### src/rtl/hygro_pkg.sv
package hygro_pkg;

  localparam int FRAME_BITS = 40;
  localparam int BIT_CNT_W  = $clog2(FRAME_BITS + 1);

  typedef enum logic [2:0] {
    ST_IDLE,
    ST_PULL,
    ST_DRIVE,
    ST_LISTEN,
    ST_JUDGE
  } rd_state_t;

  // Received order: hum_hi arrives first (MSB of the frame)
  typedef struct packed {
    logic [7:0] hum_hi;
    logic [7:0] hum_lo;
    logic [7:0] tmp_hi;
    logic [7:0] tmp_lo;
    logic [7:0] check;
  } frame_t;

endpackage

### src/rtl/hygro_tick.sv
module hygro_tick #(
  parameter int CLK_HZ  = 50_000_000,
  parameter int TICK_HZ = 1_000_000
) (
  input  logic clk,
  input  logic rst_n,
  output logic tick_o
);

  localparam int DIV = (CLK_HZ / TICK_HZ < 1) ? 1 : CLK_HZ / TICK_HZ;

  generate
    if (DIV == 1) begin : g_pass
      logic unused_ok;
      assign unused_ok = clk ^ rst_n;
      assign tick_o = 1'b1;
    end else begin : g_div
      localparam int W = $clog2(DIV);
      localparam logic [W-1:0] LAST = W'(DIV - 1);
      logic [W-1:0] cnt_q, cnt_d;

      always_comb begin
        if (cnt_q == LAST) cnt_d = '0;
        else               cnt_d = cnt_q + 1'b1;
      end

      always_ff @(posedge clk or negedge rst_n) begin
        if (!rst_n) cnt_q <= '0;
        else        cnt_q <= cnt_d;
      end

      assign tick_o = (cnt_q == LAST);
    end
  endgenerate

endmodule

### src/rtl/hygro_phase.sv
// Line synchronizer, edge detector and per-level width timer.
module hygro_phase #(
  parameter int LIMIT = 101
) (
  input  logic                       clk,
  input  logic                       rst_n,
  input  logic                       line_i,
  input  logic                       tick_i,
  input  logic                       clear_i,
  output logic                       fall_o,
  output logic [$clog2(LIMIT+1)-1:0] width_o,
  output logic                       expired_o
);

  localparam int W = $clog2(LIMIT + 1);
  localparam logic [W-1:0] LIM = W'(LIMIT);

  logic s1_q, s2_q, prev_q;
  logic [W-1:0] width_q, width_d;
  logic any_edge;

  always_ff @(posedge clk or negedge rst_n) begin
    if (!rst_n) begin
      s1_q   <= 1'b1;
      s2_q   <= 1'b1;
      prev_q <= 1'b1;
    end else begin
      s1_q   <= line_i;
      s2_q   <= s1_q;
      prev_q <= s2_q;
    end
  end

  assign any_edge = s2_q ^ prev_q;
  assign fall_o   = prev_q & ~s2_q;

  always_comb begin
    width_d = width_q;
    if (clear_i || any_edge)           width_d = '0;
    else if (tick_i && width_q != LIM) width_d = width_q + 1'b1;
  end

  always_ff @(posedge clk or negedge rst_n) begin
    if (!rst_n) width_q <= '0;
    else        width_q <= width_d;
  end

  assign width_o   = width_q;
  assign expired_o = (width_q == LIM);

endmodule

### src/rtl/hygro_collect.sv
module hygro_collect
  import hygro_pkg::*;
(
  input  logic                  clk,
  input  logic                  rst_n,
  input  logic                  clear_i,
  input  logic                  take_i,
  input  logic                  bit_i,
  output logic [FRAME_BITS-1:0] frame_o,
  output logic [BIT_CNT_W-1:0]  count_o
);

  logic [FRAME_BITS-1:0] frame_q, frame_d;
  logic [BIT_CNT_W-1:0]  count_q, count_d;

  always_comb begin
    frame_d = frame_q;
    count_d = count_q;
    if (clear_i) begin
      frame_d = '0;
      count_d = '0;
    end else if (take_i) begin
      frame_d = {frame_q[FRAME_BITS-2:0], bit_i};
      count_d = count_q + 1'b1;
    end
  end

  always_ff @(posedge clk or negedge rst_n) begin
    if (!rst_n) begin
      frame_q <= '0;
      count_q <= '0;
    end else begin
      frame_q <= frame_d;
      count_q <= count_d;
    end
  end

  assign frame_o = frame_q;
  assign count_o = count_q;

endmodule

### src/rtl/hygro_convert.sv
module hygro_convert
  import hygro_pkg::*;
#(
  parameter int KIND = 0
) (
  input  frame_t      frame_i,
  output logic [15:0] temp_o,
  output logic [15:0] humid_o,
  output logic        sum_ok_o
);

  logic [9:0] total;

  assign total = {2'b00, frame_i.hum_hi} + {2'b00, frame_i.hum_lo}
               + {2'b00, frame_i.tmp_hi} + {2'b00, frame_i.tmp_lo};
  assign sum_ok_o = (total[7:0] == frame_i.check);

  generate
    if (KIND == 0) begin : g_whole
      logic unused_ok;
      assign unused_ok = ^{frame_i.hum_lo, frame_i.tmp_lo};
      assign temp_o  = {8'd0, frame_i.tmp_hi} * 16'd10;
      assign humid_o = {8'd0, frame_i.hum_hi} * 16'd10;
    end else begin : g_signed
      logic [15:0] mag;
      assign mag     = {1'b0, frame_i.tmp_hi[6:0], frame_i.tmp_lo};
      assign temp_o  = frame_i.tmp_hi[7] ? (16'd0 - mag) : mag;
      assign humid_o = {frame_i.hum_hi, frame_i.hum_lo};
    end
  endgenerate

endmodule

### src/rtl/hygro_reader.sv
module hygro_reader
  import hygro_pkg::*;
#(
  parameter int CLK_HZ        = 50_000_000,
  parameter int SENSOR_KIND   = 0,
  parameter int START_LOW_US  = 18_000,
  parameter int START_HIGH_US = 30,
  parameter int TIMEOUT_US    = 100,
  parameter int ONE_US        = 35
) (
  input  logic        clk,
  input  logic        rst_n,
  input  logic        start_i,
  input  logic        line_i,
  output logic        line_oe_o,
  output logic        line_out_o,
  output logic        valid_o,
  output logic        error_o,
  output logic [15:0] temp_o,
  output logic [15:0] humid_o
);

  localparam int LIMIT = TIMEOUT_US + 1;
  localparam int TW    = $clog2(LIMIT + 1);
  localparam int CMAX  = (START_LOW_US > START_HIGH_US) ? START_LOW_US : START_HIGH_US;
  localparam int CW    = $clog2(CMAX + 1);
  localparam logic [CW-1:0] LOW_LAST  = CW'(START_LOW_US - 1);
  localparam logic [CW-1:0] HIGH_LAST = CW'(START_HIGH_US - 1);
  localparam logic [TW-1:0] ONE_THR   = TW'(ONE_US);
  localparam logic [BIT_CNT_W-1:0] LAST_BIT = BIT_CNT_W'(FRAME_BITS - 1);
  localparam logic [BIT_CNT_W-1:0] ALL_BITS = BIT_CNT_W'(FRAME_BITS);

  // reset: asserted asynchronously, released on the clock
  logic rst_a_q, rst_b_q, rst_ni;
  always_ff @(posedge clk or negedge rst_n) begin
    if (!rst_n) begin
      rst_a_q <= 1'b0;
      rst_b_q <= 1'b0;
    end else begin
      rst_a_q <= 1'b1;
      rst_b_q <= rst_a_q;
    end
  end
  assign rst_ni = rst_b_q;

  logic                  tick;
  logic                  fall, expired, tmr_clear;
  logic [TW-1:0]         width;
  logic                  take, col_clear;
  logic [FRAME_BITS-1:0] frame_bits;
  logic [BIT_CNT_W-1:0]  bits;
  logic [15:0]           conv_temp, conv_hum;
  logic                  sum_ok;

  hygro_tick #(.CLK_HZ(CLK_HZ), .TICK_HZ(1_000_000)) u_tick (
    .clk(clk), .rst_n(rst_ni), .tick_o(tick)
  );

  hygro_phase #(.LIMIT(LIMIT)) u_phase (
    .clk(clk), .rst_n(rst_ni), .line_i(line_i), .tick_i(tick),
    .clear_i(tmr_clear), .fall_o(fall), .width_o(width), .expired_o(expired)
  );

  hygro_collect u_collect (
    .clk(clk), .rst_n(rst_ni), .clear_i(col_clear), .take_i(take),
    .bit_i(width > ONE_THR), .frame_o(frame_bits), .count_o(bits)
  );

  hygro_convert #(.KIND(SENSOR_KIND)) u_convert (
    .frame_i(frame_t'(frame_bits)), .temp_o(conv_temp),
    .humid_o(conv_hum), .sum_ok_o(sum_ok)
  );

  rd_state_t     state_q, state_d;
  logic [CW-1:0] cnt_q, cnt_d;
  logic [1:0]    pre_q, pre_d;
  logic          valid_q, valid_d, error_q, error_d;
  logic [15:0]   temp_q, temp_d, hum_q, hum_d;

  always_comb begin
    state_d    = state_q;
    cnt_d      = cnt_q;
    pre_d      = pre_q;
    valid_d    = 1'b0;
    error_d    = 1'b0;
    temp_d     = temp_q;
    hum_d      = hum_q;
    line_oe_o  = 1'b0;
    line_out_o = 1'b0;
    take       = 1'b0;
    col_clear  = 1'b0;
    tmr_clear  = 1'b1;
    case (state_q)
      ST_IDLE: begin
        if (start_i) begin
          state_d   = ST_PULL;
          cnt_d     = '0;
          pre_d     = '0;
          col_clear = 1'b1;
        end
      end
      ST_PULL: begin
        line_oe_o = 1'b1;
        if (tick) begin
          if (cnt_q == LOW_LAST) begin
            state_d = ST_DRIVE;
            cnt_d   = '0;
          end else begin
            cnt_d = cnt_q + 1'b1;
          end
        end
      end
      ST_DRIVE: begin
        line_oe_o  = 1'b1;
        line_out_o = 1'b1;
        if (tick) begin
          if (cnt_q == HIGH_LAST) begin
            state_d = ST_LISTEN;
            cnt_d   = '0;
          end else begin
            cnt_d = cnt_q + 1'b1;
          end
        end
      end
      ST_LISTEN: begin
        tmr_clear = 1'b0;
        if (expired) begin
          state_d = ST_JUDGE;
        end else if (fall) begin
          if (pre_q != 2'd2) begin
            pre_d = pre_q + 1'b1;
          end else begin
            take = 1'b1;
            if (bits == LAST_BIT) state_d = ST_JUDGE;
          end
        end
      end
      ST_JUDGE: begin
        state_d = ST_IDLE;
        if (bits == ALL_BITS && sum_ok) begin
          valid_d = 1'b1;
          temp_d  = conv_temp;
          hum_d   = conv_hum;
        end else begin
          error_d = 1'b1;
        end
      end
      default: state_d = ST_IDLE;
    endcase
  end

  always_ff @(posedge clk or negedge rst_ni) begin
    if (!rst_ni) begin
      state_q <= ST_IDLE;
      cnt_q   <= '0;
      pre_q   <= '0;
      valid_q <= 1'b0;
      error_q <= 1'b0;
      temp_q  <= '0;
      hum_q   <= '0;
    end else begin
      state_q <= state_d;
      cnt_q   <= cnt_d;
      pre_q   <= pre_d;
      valid_q <= valid_d;
      error_q <= error_d;
      temp_q  <= temp_d;
      hum_q   <= hum_d;
    end
  end

  assign valid_o = valid_q;
  assign error_o = error_q;
  assign temp_o  = temp_q;
  assign humid_o = hum_q;

endmodule

### config.mk
export PLATFORM = sky130hd
export DESIGN_NAME = hygro_reader
export DESIGN_NICKNAME = d
export VERILOG_FILES = /design/src/rtl/hygro_pkg.sv /design/src/rtl/hygro_tick.sv /design/src/rtl/hygro_phase.sv /design/src/rtl/hygro_collect.sv /design/src/rtl/hygro_convert.sv /design/src/rtl/hygro_reader.sv
export SDC_FILE = /design/constraint.sdc
export NUM_CORES = 1
export LEC_CHECK = 0
export ABC_AREA = 1
export BUFFER_PORTS_ARGS = -buffer_cell sky130_fd_sc_hd__buf_2
export CAP_MARGIN = 20
export CORE_AREA = 10 10 114 116
export DETAILED_ROUTE_END_ITERATION = 8
export DIE_AREA = 0 0 124 126
export PLACE_DENSITY = 0.86
export SETUP_SLACK_MARGIN = 0.15
export SLEW_MARGIN = 10
export SYNTH_ARGS = -nofsm -noshare
export SYNTH_HDL_FRONTEND = slang
export SYNTH_HIERARCHICAL = 1
export SYNTH_SLANG_ARGS = --single-unit
export TNS_END_PERCENT = 20
### constraint.sdc
create_clock -name clk -period 7.6 [get_ports clk]
set_input_delay 0.76 -clock clk [delete_from_list [all_inputs] [get_ports clk]]
set_output_delay 0.76 -clock clk [all_outputs]
set_load 0.1 [all_outputs]
**Word level (Yosys, flattened, before mapping)**

Cells that the tools add are included.

- Add/sub/neg operators: 8
- Multiply operators: 2
- Order comparisons: 1
- Equal/unequal tests: 24
- Multiplexer cells: 41
- Bitwise logic cells: 3
- Reduce and logical (&&, ||, !) cells: 13

Operator list:

| kind | number |
|---|---|
| $mux 40 | 2 |
| $mux 15 | 5 |
| $pmux 15 s3 | 1 |
| $mux 3 | 9 |
| $add 8x8->8 | 3 |
| $mul 8x3->11 const B | 2 |
| $eq 6x6->1 const B | 3 |
| $mux 6 | 3 |
| $add 15x1->15 const B | 1 |
| $eq 15x15->1 const B | 1 |
| $eq 15x5->1 const B | 1 |
| $mux 7 | 2 |
| $ne 2x2->1 const B | 7 |
| $mux 1 | 13 |
| $add 6x1->6 const B | 2 |
| $pmux 3 s4 | 1 |
| $ne 3x3->1 const B | 3 |
| $eq 8x8->1 | 1 |
| $mux 2 | 4 |
| $reduce_and 8->1 | 1 |
| $add 7x1->7 const B | 1 |
| $eq 7x7->1 const B | 1 |
| $gt 7x6->1 const B | 1 |
| $ne 7x7->1 const B | 1 |
| 18 further kinds | 23 |

- Register bits after elaboration: 108
- Input port bits: 4
- Output and inout port bits: 36
- Logic and storage cells: 108

**Depth between registers and ports, before layout**

Gate-level depths: netlist of the first run.

- Depth after elaboration: 7
- Mapped depth: 23
- Gate-level depth less buffers: 22

**Hierarchy**

The synthesis of the first run kept the hierarchy.

By module, submodules not included:

| module | instances | cells each | area an instance (sq um) | seq. area each (sq um) |
|---|---|---|---|---|
| hygro_reader | 1 | 363 | 2790.2 | 1401.3 |
| hygro_collect | 1 | 204 | 1875.5 | 1151.1 |
| hygro_convert | 1 | 226 | 1569.0 | 0.0 |
| hygro_phase | 1 | 69 | 565.5 | 254.0 |
| hygro_tick | 1 | 34 | 297.8 | 150.1 |

**Worst setup path after synthesis of the first run**

OpenSTA, ideal clock, no wires.

- Kind: register -> register
- From: register u_collect.frame_q[9], in the netlist u_collect/frame_o[9]
- To: register humid_o[0] (netlist name)
- Setup time: 120 ps
- Arrival time: 3567 ps
- Required time: 7480 ps
- Slack: 3913 ps
- Cell stages (with the launch flop): 21
- Path buffers: 1
- Period minus slack after synthesis: 3687 ps
- Cells stage by stage: dfrtp_1 > fa_1 > inv_1 > fa_1 > inv_1 > ha_1 > fa_1 > nand2_1 > nand2_1 > nand3_1 > nor2_1 > nand2_1 > nor2_2 > nand3_1 > nor2_1 > nand3_1 > nor4_2 > nand2_1 > clkbuf_1 > nand2_1 > nand2_1

RTL lines:

| what | RTL line | RTL |
|---|---|---|
| from (decl) | hygro_collect.sv:13 | `logic [FRAME_BITS-1:0] frame_q, frame_d;` |
| from (signal assigned) | hygro_collect.sv:33 | `frame_q <= frame_d;` |

**Worst setup path after layout of the first run**

- From: register u_collect.frame_q[17], in the netlist u_collect/frame_o[17]
- To: register hum_q[1], in the netlist humid_o[1]

- Cells in the longest elaborated chain, start to end: 5

Ends and longest elaborated chain:

| what | RTL line | RTL |
|---|---|---|
| $add 8x8->8 (2 in a row) | hygro_convert.sv:15 | `+ {2'b00, frame_i.tmp_hi} + {2'b00, frame_i.tmp_lo};` |
| $eq 8x8->1 | hygro_convert.sv:16 | `assign sum_ok_o = (total[7:0] == frame_i.check);` |
| via sum_ok | hygro_reader.sv:53 | `logic sum_ok;` |
| $logic_and 1x1->1 | hygro_reader.sv:140 | `if (bits == ALL_BITS && sum_ok) begin` |
| $reduce_and 2->1 (no line) | - |  |
| to (signal assigned) | hygro_reader.sv:168 | `hum_q <= hum_d;` |
| to (decl) | hygro_reader.sv:78 | `logic [15:0] temp_q, temp_d, hum_q, hum_d;` |

The timed path passes the listed nets, and every way through them passes these cells.
A chain may end at the register's enable or synchronous reset.

==> parameters.txt, run 1 <==
Parameter                              Value

Synth
  Number of synthesized register bits ... 118
  Seq/Total Area, Yosys ... 41.7%
  Total of warnings raised by yosys ... 6
  Distinct cell type count after synthesis ... 39
  Cell count after synthesis ... 896
  Post-synthesis cell area ... 7100 sq um
  Mean instance size in the synthesized netlist ... 7.92 sq um

STA
  Total negative slack ... 0 ns
  Maximum clock rate ... 225 MHz
  Endpoints failing hold ... 0
  Total setup violations reported at the end of the flow ... 0
  Unrepaired setup endpoints after global routing ... false
  Post-layout min period ... 4.45 ns
  Part of the cycle the worst path needs ... 58.6%
  Hold Slack ... 0.0193 ns
  Number of slew-limit violations in the final report ... 0
  Final clock skew ... 0.00740 ns
  Max_slew headroom ... 48.7%
  Transition time of the tightest slew-check pin ... 0.767 ns

Placement
  Gpl congestion ... 0.938
  Port buffer count ... 39
  Post-DP HPWL ... 9.89 mm

Final layout
  Utilization after layout ... 74.0%
  Multi-input combinational cell area ... 3520 sq um
  Storage element area ... 2960 sq um
  Number of nets at the end of the flow ... 991
  Proportion of layout cells with a drive suffix above 1 ... 13.0%
  Area added between synthesis and finish ... 11.5%
  Fillers ... 830
  Antenna diode count ... 0

CTS
  CTS Sinks ... 118
  H-tree lvl count ... 4
  Clock tree buffer depth ... 2
  CTS hold repair buffers ... 0
  CTS clk-pin slew, worst paths ... 0.06 ns
  CTS tree ... built
  Clock tree root buffer cell ... clkbuf_8
  Post-CTS setup-driven buffer insertion count ... 0
  Later-pin clock latency in the skew report ... 0.51 ns
  Post-cts gate resize count ... 0
  Number of buffers inserted during clock tree synthesis ... 17

Detailed routing
  Via Count ... 5781
  DR WL/cell ... 13.6 microns
  Drt first pass iters ... 7
  Post-detailed-route count of antenna-violating nets ... 0
  Aggregate routed wire length ... 14.7 mm
  # DRC ... 0
  Avg Vias per Cell ... 5.33
  Violation count after the first detailed-route iteration ... 407

Die
  IO Pins ... 40
  X dimension of the die ... 124 microns
  Placeable Area ... 10700 sq um
  Starting density of the core ... 66.4%
  Full die area ... 15600 sq um
  Die boundary height ... 126 microns
  FP Rows ... 38

Setup path
  Element type at the critical path end ... flop
  Critical-path cell with the highest stage delay ... fa_1
  Worst reg2reg setup slack ... 3.15 ns
  Worst Setup Path Type ... reg -> reg
  Number of cells traversed by the worst register-to-register path ... 21
  Crit start category ... flop
  Maximum fanout count along the critical path ... 33
  Delay contributed by the slowest stage of the critical path ... 0.53 ns
  Crit path cell chain ... fa_1 -> inv_1 -> fa_1 -> inv_1 -> ha_1 -> fa_1 -> nand2_1 -> nand2_1 -> nand3_1 -> nor2_1 -> nand2_1 -> nor2_2 -> nand3_1 -> nor2_1 -> nand3_1 -> nor4_2 -> nand2_1 -> buf_4 -> inv_2 -> nand2_1 -> nand2_1
  Required time of the worst setup path ... 8.05 ns
  Data arrival time of the worst path ... 4.90 ns
  Worst path most repeated cell ... nand2_1

Global routing
  Global Route Usage Sum ... 19.6%
  Global-route wire length before repair ... 25.3 mm
  Maximum number of pins on one net before global-route repair ... 61
  Via count of the first global-routing pass ... 5507
  Remaining global-route overflow ... 0
  Number of antenna violations at the first check in global routing ... 0

Worst hold path
  Kind of path behind the tightest hold check ... in -> async

Run
  Max capacitance violation total ... 0

Power and ir drop
  Peak VDD IR ... 0.000294 V
  Leakage ... 0.00435 uW
  Total power divided by cell area ... 231 nW/um^2

Outcome
  Status ... finished, final reports clean
-- layer usage --
metal	wire length [microns]	track usage, %	up-vias
li1	-	-	2879
met1	6390	24.4	2700
met2	7160	32.2	170
met3	857	4.07	32
met4	299	8.33	0
met5	0	0	-
-- power breakdown --
group	switching [uW]	internal [uW]	leakage [uW]	total [uW]
clock	267	556	0.000302	823
combinational	264	70.9	0.00248	335
sequential	24.1	645	0.00157	669
-- flip-flops by register name, summed over array words and instances (netlist names), 3 cells and up --
register / cells
cnt_q: 15
humid_o: 16
u_collect/frame_o: 40
temp_o: 16
state_q: 3
u_tick/g_div.cnt_q: 6
u_phase/width_o: 7
u_collect/count_o: 6
-- worst paths after layout --
| check | startpoint | endpoint |
|---|---|---|
| max | u_collect/frame_o[17] | humid_o[1] |
| min | rst_n | rst_b_q |
| max reg2reg | u_collect/frame_o[17] | humid_o[1] |
| min reg2reg | rst_a_q | rst_b_q |
| max in group asynchronous | rst_b_q | u_collect/frame_o[11] |
| min in group clk | rst_a_q | rst_b_q |
-- placed cells by master (no fill, tap or decap), types with 17 or more instances in the layout --
cell	Yosys	final
a21oi_1	17	17
buf_2	12	39
dfrtp_1	115	114
ha_1	40	40
inv_1	101	101
nand2_1	309	309
nand3_1	82	82
nor2_1	52	51
xor2_1	17	17
-- worst max-delay path: cells and delay by family, from the launching register on --
family                   cells  cell delay (ns)
adder cells (fa/ha/maj)      4             1.77
AND/OR/NAND/NOR             13             1.35
buffers and inverters        4             0.77
flip-flops                   1             0.44
-- logic make-up after synthesis --
logic type	Yosys count	synth area share (%)
other cells	2	0.106
compound gates	55	4.86
fa+ha+maj	56	11.6
buf+inv	149	9.25
flops	118	41.7
simple gates	494	29.8
xor+xnor	22	2.71
-- final cells by class --
type	instances	share of cell area (%)
Sequential cell	118	37.4
Multi-Input combinational cell	638	44.5
Clock buffer	23	5.90
Inverter	114	5.41
Clock inverter	9	1.87
Timing Repair Buffer	42	2.75
Tap cell	140	2.21
-- synthesized netlist by cell type, drive strengths merged --
| cell | instances | area share (%) |
|---|---|---|
| nor3 | 7 | 0.49 |
| a21oi | 23 | 1.9 |
| nor3b | 1 | 0.11 |
| inv | 112 | 5.9 |
| nand3 | 85 | 6.2 |
| a31o | 1 | 0.12 |
| buf | 33 | 3.1 |
| nand3b | 2 | 0.21 |
| dfstp | 3 | 1.1 |
| nor4 | 1 | 0.18 |
| nor2 | 62 | 3.8 |
| and2 | 1 | 0.11 |
| nand4 | 15 | 1.3 |
| conb | 2 | 0.11 |
| or2 | 1 | 0.088 |
| o21a | 1 | 0.11 |
| dfrtp | 115 | 41 |
| fa | 16 | 4.5 |
| ha | 40 | 7.1 |
| o31ai | 2 | 0.21 |
| clkinv | 2 | 0.11 |
| clkbuf | 2 | 0.11 |
| o21ai | 14 | 1.2 |
| xnor2 | 5 | 0.62 |
| o22ai | 11 | 0.97 |
| o211ai | 3 | 0.32 |
| xor2 | 17 | 2.1 |
| nand2 | 319 | 17 |
-- stage by stage --
stage | instance area (sq um) | power (uW) | cells | worst slack [ns]
floorplan | 7130 | 964 | 905 | 3.91
detailed placement | 7300 | 1010 | 1052 | 3.24
CTS | 7920 | 1840 | 1084 | 3.14
global route | 7920 | 1910 | 1084 | 2.83
global placement | 7300 | 1000 | 1052 | 3.43
finish | 7920 | 1830 | 1084 | 3.15
(Power assumes the default switching activity.)
==> inputs of run 2 (changes only) <==
--- a/config.mk
+++ b/config.mk
@@ -8,10 +8,10 @@
 export ABC_AREA = 1
 export BUFFER_PORTS_ARGS = -buffer_cell sky130_fd_sc_hd__buf_2
 export CAP_MARGIN = 20
-export CORE_AREA = 10 10 114 116
+export CORE_AREA = 10 10 124 126
 export DETAILED_ROUTE_END_ITERATION = 8
-export DIE_AREA = 0 0 124 126
-export PLACE_DENSITY = 0.86
+export DIE_AREA = 0 0 134 136
+export PLACE_DENSITY = 0.76
 export SETUP_SLACK_MARGIN = 0.15
 export SLEW_MARGIN = 10
 export SYNTH_ARGS = -nofsm -noshare
==> constraint.sdc (replaced) <==
create_clock -name clk -period 3.7 [get_ports clk]
set_input_delay 0.37 -clock clk [delete_from_list [all_inputs] [get_ports clk]]
set_output_delay 0.37 -clock clk [all_outputs]
set_load 0.1 [all_outputs]
==> parameters.txt, run 2 (synthesis gave the netlist of run 1 again) <==
Parameter                              Value

Outcome
  Status ... finished, violations left
  Violated checks ... setup timing

STA
  Part of the cycle the worst path needs ... 102% (+43 points)
  Post-route worst setup slack ... -0.0640 ns (-3.21 ns)
  Post-layout min period ... 3.76 ns (-0.686 ns)
  Transition time of the tightest slew-check pin ... 0.777 ns (+0.00968 ns)
  Final clock skew ... 0.0102 ns (+0.00278 ns)
  Total negative slack ... -1.08 ns (-1.08 ns)
  Maximum clock rate ... 266 MHz (+18%)
  Number of slew-limit violations in the final report ... 0 (unchanged)
  Endpoints failing hold ... 0 (unchanged)
  Total setup violations reported at the end of the flow ... 31 (+31)
  Max_slew headroom ... 48.1% (-0.65 points)
  Unrepaired setup endpoints after global routing ... true

Power and ir drop
  Peak VDD IR ... 0.000702 V (+140%)
  Overall power after layout ... 3780 uW (+110%)
  Leakage ... 0.00446 uW (+2.6%)
  Total power divided by cell area ... 461 nW/um^2 (+100%)

Setup path
  CP bufs+invs ... 4 (unchanged)
  Required time of the worst setup path ... 4.00 ns (-4.05 ns)
  Start point of the critical path ... u_collect/frame_o[25]
  Maximum fanout count along the critical path ... 8 (-76%)
  Worst path most repeated cell ... nand2_1
  Delay contributed by the slowest stage of the critical path ... 0.54 ns (about the same)
  Element type at the critical path end ... flop
  Crit path cell chain ... fa_1 -> inv_1 -> fa_1 -> inv_2 -> ha_4 -> fa_1 -> nand2_1 -> nand2_1 -> nand3_1 -> nor2_1 -> nand2_1 -> nor2_2 -> nand3_1 -> nor2_1 -> nand3_1 -> nor4_4 -> nand2_2 -> buf_6 -> clkbuf_16 -> nand2_1 -> nand2_1
  Crit start category ... flop
  Startpoint of the worst register-to-register path ... u_collect/frame_o[25]
  Worst Setup Path Type ... reg -> reg
  Family of cells with the greatest summed delay on the critical path ... adder cells
  Critical-path cell with the highest stage delay ... fa_1
  Data arrival time of the worst path ... 4.07 ns (-0.83 ns)

Final layout
  Area added between synthesis and finish ... 15.7%
  Proportion of layout cells with a drive suffix above 1 ... 15.2% (+2.2 points)
  Design area ... 8210 sq um (+3.7%)
  Antenna diode count ... 0 (unchanged)
  Commonest cells after routing, fill and taps aside ... nand2_1, dfrtp_1, inv_1
  Most common library cell in the layout ignoring fill and taps ... nand2_1
  Number of nets at the end of the flow ... 1008 (+1.7%)
  Number of flip-flops in the largest register ... 40 (unchanged)

CTS
  CTS Sinks ... 118 (unchanged)
  Number of buffers inserted during clock tree synthesis ... 17 (unchanged)
  H-tree lvl count ... 4 (unchanged)
  Clock tree root buffer cell ... clkbuf_16
  CTS clk-pin slew, worst paths ... 0.05 ns (about the same)
  Later-pin clock latency in the skew report ... 0.42 ns (-0.09 ns)
  CTS tree ... built
  Clock tree buffer depth ... 2 (unchanged)

Die
  FP Rows ... 42 (+11%)
  Starting density of the core ... 54.7% (-12 points)
  X dimension of the die ... 134 microns (+8.1%)
  IO Pins ... 40 (unchanged)
  Full die area ... 18200 sq um (+17%)
  Placeable Area ... 13000 sq um (+21%)
  Die boundary height ... 136 microns (+7.9%)

Global routing
  Global-route wire length before repair ... 25.0 mm (-1.2%)
  Global Route Usage Sum ... 16.6% (-3.0 points)
  Number of antenna violations at the first check in global routing ... 0 (unchanged)
  Remaining global-route overflow ... 0 (unchanged)
  Maximum number of pins on one net before global-route repair ... 60 (-1.6%)
  Via count of the first global-routing pass ... 5527 (+0.36%)

Worst hold path
  Worst Hold Launch ... line_i
  Kind of path behind the tightest hold check ... in -> reg

Detailed routing
  Post-detailed-route count of antenna-violating nets ... 0 (unchanged)
  Avg Vias per Cell ... 5.03 (-5.7%)
  Violation count after the first detailed-route iteration ... 353 (-13%)
  DR WL/cell ... 12.8 microns (-5.3%)
  Aggregate routed wire length ... 14.6 mm (-0.67%)
  Drt first pass iters ... 5 (-2)
  # DRC ... 0 (unchanged)
  Via Count ... 5716 (-1.1%)

Placement
  Port buffer count ... 39 (unchanged)
  Post-DP HPWL ... 9.99 mm (+1.1%)
  Gpl congestion ... 0.865 (-7.8%)
  Post-detailed-placement cell area ... 7430 sq um (+1.7%)
  Worst setup slack before clock tree synthesis ... -0.0725 ns (-3.32 ns)

Run
  Max capacitance violation total ... 0 (unchanged)
[run 2: what timing repair did]
action | CTS | global route
setup endpoints to repair | 33 | 34
gates resized for setup | 14 | 4
buffers inserted | 6 | 0
gates cloned | 1 | 1
hold buffers | 1 | 0
hold endpoints to repair | 2 | 0
[run 2: final timing paths]
| check | end | depth (start not counted) | slack (ns) |
|---|---|---|---|
| setup / recovery | humid_o[13] | 21 | -0.06 |
| hold / removal | u_phase/s1_q | 1 | 0.05 |
| setup reg to reg | humid_o[13] | 21 | -0.06 |
| hold reg to reg | rst_b_q | 0 | 0.35 |
| max in group asynchronous | u_phase/prev_q | 1 | 2.51 |
| min in group asynchronous | rst_b_q | 2 | 0.26 |
[run 2: cell type report]
class	count	area, sq um
Fill cell	1103	4770
Timing Repair inverter	1	8.76
Inverter	114	440
Multi-Input combinational cell	638	3550
Tap cell	176	220
Timing Repair Buffer	58	402
Clock buffer	23	478
Clock inverter	9	148
Sequential cell	118	2960
[run 2: per-stage QoR]
step	hold slack [ns]	instances	utilization, %
finish	0.0493	1137	63.3
global route	0.0424	1137	63.3
CTS	0.0386	1136	62.9
detailed placement	0.158	1096	57.2
global placement	0.157	1096	57.2
floorplan	0.0744	905	-
[run 2: routing by layer]
metal / up-vias / wire (microns) / track usage (%)
li1: 2912 / - / -
met1: 2667 / 6560 / 20.4
met4: 0 / 262 / 6.65
met5: - / 0 / 0
met2: 114 / 7040 / 27.3
met3: 23 / 738 / 4.58
[run 2: power by group]
| part | total [uW] | switching [uW] | internal, uW |
|---|---|---|---|
| clock | 1720 | 551 | 1170 |
| combinational | 687 | 539 | 148 |
| sequential | 1370 | 47.9 | 1320 |
| total | 3780 | 1140 | 2650 |
==> inputs of run 3 (changes only) <==
--- a/config.mk
+++ b/config.mk
@@ -5,12 +5,11 @@
 export SDC_FILE = /design/constraint.sdc
 export NUM_CORES = 1
 export LEC_CHECK = 0
-export ABC_AREA = 1
 export BUFFER_PORTS_ARGS = -buffer_cell sky130_fd_sc_hd__buf_2
 export CAP_MARGIN = 20
-export CORE_AREA = 10 10 124 126
+export CORE_AREA = 10 10 120 122
 export DETAILED_ROUTE_END_ITERATION = 8
-export DIE_AREA = 0 0 134 136
+export DIE_AREA = 0 0 130 132
 export PLACE_DENSITY = 0.76
 export SETUP_SLACK_MARGIN = 0.15
 export SLEW_MARGIN = 10
==> parameters.txt, run 3 <==
Parameter                              Value

Outcome
  Status ... finished, violations left
  Violated checks ... setup timing

Detailed routing
  Via Count ... 4573 (-20%)
  DR WL/cell ... 16.0 microns (+24%)
  Drt first pass iters ... 5 (unchanged)
  Aggregate routed wire length ... 13.1 mm (-10%)
  Avg Vias per Cell ... 5.58 (+11%)
  Post-detailed-route count of antenna-violating nets ... 0 (unchanged)
  Violation count after the first detailed-route iteration ... 302 (-14%)
  # DRC ... 0 (unchanged)

CTS
  Later-pin clock latency in the skew report ... 0.41 ns (about the same)
  H-tree lvl count ... 4 (unchanged)
  Number of buffers inserted during clock tree synthesis ... 17 (unchanged)
  Clock tree root buffer cell ... clkbuf_16
  CTS clk-pin slew, worst paths ... 0.05 ns (about the same)
  CTS tree ... built
  Clock tree buffer depth ... 2 (unchanged)
  CTS Sinks ... 118 (unchanged)

Final layout
  Proportion of layout cells with a drive suffix above 1 ... 22.7% (+7.5 points)
  Antenna diode count ... 0 (unchanged)
  Number of nets at the end of the flow ... 722 (-28%)
  Number of flip-flops in the largest register ... 40 (unchanged)
  Commonest cells after routing, fill and taps aside ... dfrtp_1, nor2_1, mux2i_1
  Most common library cell in the layout ignoring fill and taps ... dfrtp_1
  Area added between synthesis and finish ... 16.1%

Die
  Full die area ... 17200 sq um (-5.8%)
  Starting density of the core ... 55.7% (+1.0 points)
  Placeable Area ... 11900 sq um (-8.2%)
  IO Pins ... 40 (unchanged)
  FP Rows ... 40 (-4.8%)
  Die boundary height ... 132 microns (-2.9%)
  X dimension of the die ... 130 microns (-3.0%)

STA
  Max_slew headroom ... 38.7% (-9.4 points)
  Part of the cycle the worst path needs ... 119% (+17 points)
  Transition time of the tightest slew-check pin ... 0.920 ns (+0.143 ns)
  Number of slew-limit violations in the final report ... 0 (unchanged)
  Total negative slack ... -22.19 ns (-21.12 ns)
  Endpoints failing hold ... 0 (unchanged)
  Total setup violations reported at the end of the flow ... 34 (+9.7%)
  Final clock skew ... 0.00956 ns (-0.000627 ns)
  Maximum clock rate ... 228 MHz (-14%)
  Post-layout min period ... 4.39 ns (+0.624 ns)
  Unrepaired setup endpoints after global routing ... true
  Post-route worst setup slack ... -0.688 ns (-0.624 ns)

Synth
  Post-synth top area cell ... dfrtp_1
  Dominant register cell in the synthesized netlist ... dfrtp_1
  Number of synthesized register bits ... 118 (unchanged)
  Seq/Total Area, Yosys ... 44.6% (+2.9 points)
  Fraction of synthesis flops using an asynchronous set or reset pin ... 100% (unchanged)
  Most common cell in the synthesized netlist ... dfrtp_1
  Total of warnings raised by yosys ... 6 (unchanged)
  Distinct cell type count after synthesis ... 61 (+56%)
  Fraction of post-synthesis cell area in the top cell type by area ... 43.4% (+2.8 points)
  Cell count after synthesis ... 596 (-33%)
  Synth area leaders ... dfrtp_1, ha_1, mux2i_1, mux2_2, fa_1
  Mean instance size in the synthesized netlist ... 11.1 sq um (+41%)
  Leading post-synthesis cells by instance count ... dfrtp_1, nor2_1, mux2i_1
  Post-synthesis cell area ... 6630 sq um (-6.5%)
  Number of flops mapped to enable cells by yosys ... 0 (unchanged)

Global routing
  GR peak layer ... met2
  Global-route wire length before repair ... 22.8 mm (-8.8%)
  Routing usage on met3 ... 4.06% (-0.51 points)
  Met2 routing resource usage after global routing ... 28.0% (+0.73 points)
  Global Route Usage Sum ... 16.5% (-0.17 points)
  Global routing met1 resource utilization ... 19.0% (-1.4 points)
  Number of antenna violations at the first check in global routing ... 0 (unchanged)
  Remaining global-route overflow ... 0 (unchanged)
  Via count of the first global-routing pass ... 4713 (-15%)
  Maximum number of pins on one net before global-route repair ... 74 (+23%)

Placement
  Worst setup slack before clock tree synthesis ... -0.731 ns (-0.658 ns)
  Gpl congestion ... 0.821 (-5.0%)
  Port buffer count ... 39 (unchanged)
  Post-DP HPWL ... 9.29 mm (-7.1%)

Power and ir drop
  Leakage ... 0.00382 uW (-14%)
  Total power divided by cell area ... 466 nW/um^2 (+1.1%)
  Overall power after layout ... 3590 uW (-5.2%)
  Peak VDD IR ... 0.000613 V (-13%)

Run
  Max capacitance violation total ... 0 (unchanged)

Worst hold path
  Kind of path behind the tightest hold check ... in -> reg

Setup path
  Element type at the critical path end ... flop
  Delay contributed by the slowest stage of the critical path ... 0.54 ns (about the same)
  Worst path most repeated cell ... fa_1
  Required time of the worst setup path ... 3.98 ns (-0.02 ns)
  Worst Setup Path Type ... reg -> reg
  Crit path cell chain ... fa_1 -> inv_1 -> fa_1 -> inv_2 -> ha_4 -> fa_2 -> a21o_1 -> a21oi_2 -> o21ai_1 -> xnor2_1 -> nor3_1 -> or4b_4 -> nor4b_4 -> nand3_4 -> buf_12 -> mux2_2
  Crit start category ... flop
  Maximum fanout count along the critical path ... 17 (+9)
  Critical-path cell with the highest stage delay ... fa_1
  Data arrival time of the worst path ... 4.67 ns (+0.60 ns)
[run 3: cell count changes after synthesis, moves of 8 or more]
cell and delta:
inv_2 -11, mux2i_1 +43, clkbuf_1 +10, nand2_2 -9, a31oi_1 +17, mux2_2 +33
nand3_1 -72, inv_1 -77, nor2_1 +14, nand2_1 -284, xnor2_1 +16, o22ai_1 -8
[run 3: area by class of cell]
| class | instances | area (sq um) |
|---|---|---|
| clock buffer | 25 | 475 |
| clock inverter | 5 | 50.0 |
| fill | 913 | 4210 |
| inverter | 24 | 90.1 |
| multi-input combinational | 426 | 3440 |
| sequential | 118 | 2960 |
| tap | 147 | 184 |
| timing repair buffer | 75 | 504 |
[run 3: metal layers]
metal,share of wire [%],routed length (microns)
met5,0,0
met4,1.8,238
met3,3.6,471
met2,52,6820
met1,42,5570
[run 3: what timing repair did]
item / CTS / global route
pin swaps: 1 / 0
buffers inserted: 1 / 0
gates cloned: 1 / 0
endpoints found under the hold margin: 2 / 0
endpoints found under the setup margin: 34 / 34
gates resized for setup: 8 / 0
hold buffers: 1 / 0
[run 3: through the flow]
step	utilization, %	std cells	hold slack (ns)	cell area [sq um]
finish	64.7	820	0.0618	7700
floorplan	-	605	0.0744	6680
CTS	64.7	820	0.0419	7700
global placement	59.6	787	0.155	7100
detailed placement	59.6	787	0.157	7100
global route	64.7	820	0.0404	7700
[run 3: power breakdown]
group | total (uW) | internal (uW) | leakage (uW) | switching [uW]
registers | 1500 | 1360 | 0.00159 | 134
clock network | 1460 | 943 | 0.000261 | 515
logic | 632 | 176 | 0.00198 | 456
total | 3590 | 2480 | 0.00382 | 1110
[run 3: cells by family (layout without fill, tap and decap cells)]
family	Yosys count	in the layout	share of synthesized area [%]
flip-flops	118	118	44.6
XOR/XNOR	35	35	4.73
adder cells (fa/ha/maj)	56	56	12.4
AND/OR/NAND/NOR	163	163	12.8
AO/OA/AOI/OAI	84	84	8.28
buffers and inverters	61	129	4.87
other	2	11	0.113
multiplexers	77	77	12.3
[run 3: path summary, 6_finish.rpt]
kind / start / slack, ns / endpoint / cells after the start
setup / recovery: u_collect/frame_o[25] / -0.69 / humid_o[6] / 16
hold / removal: line_i / 0.06 / u_phase/s1_q / 1
setup reg to reg: u_collect/frame_o[25] / -0.69 / humid_o[6] / 16
hold reg to reg: rst_a_q / 0.35 / rst_b_q / 0
max in group asynchronous: rst_b_q / 2.33 / u_phase/s1_q / 1
min in group asynchronous: rst_n / 0.28 / rst_b_q / 2
[run 3: critical path, delay by kind of cell (launching register included)]
kind,cells,cell delay (ns)
mux,1,0.28
xor+xnor,1,0.14
flops,1,0.39
fa+ha+maj,4,1.56
buf+inv,3,0.32
compound gates,3,0.42
simple gates,4,1.13
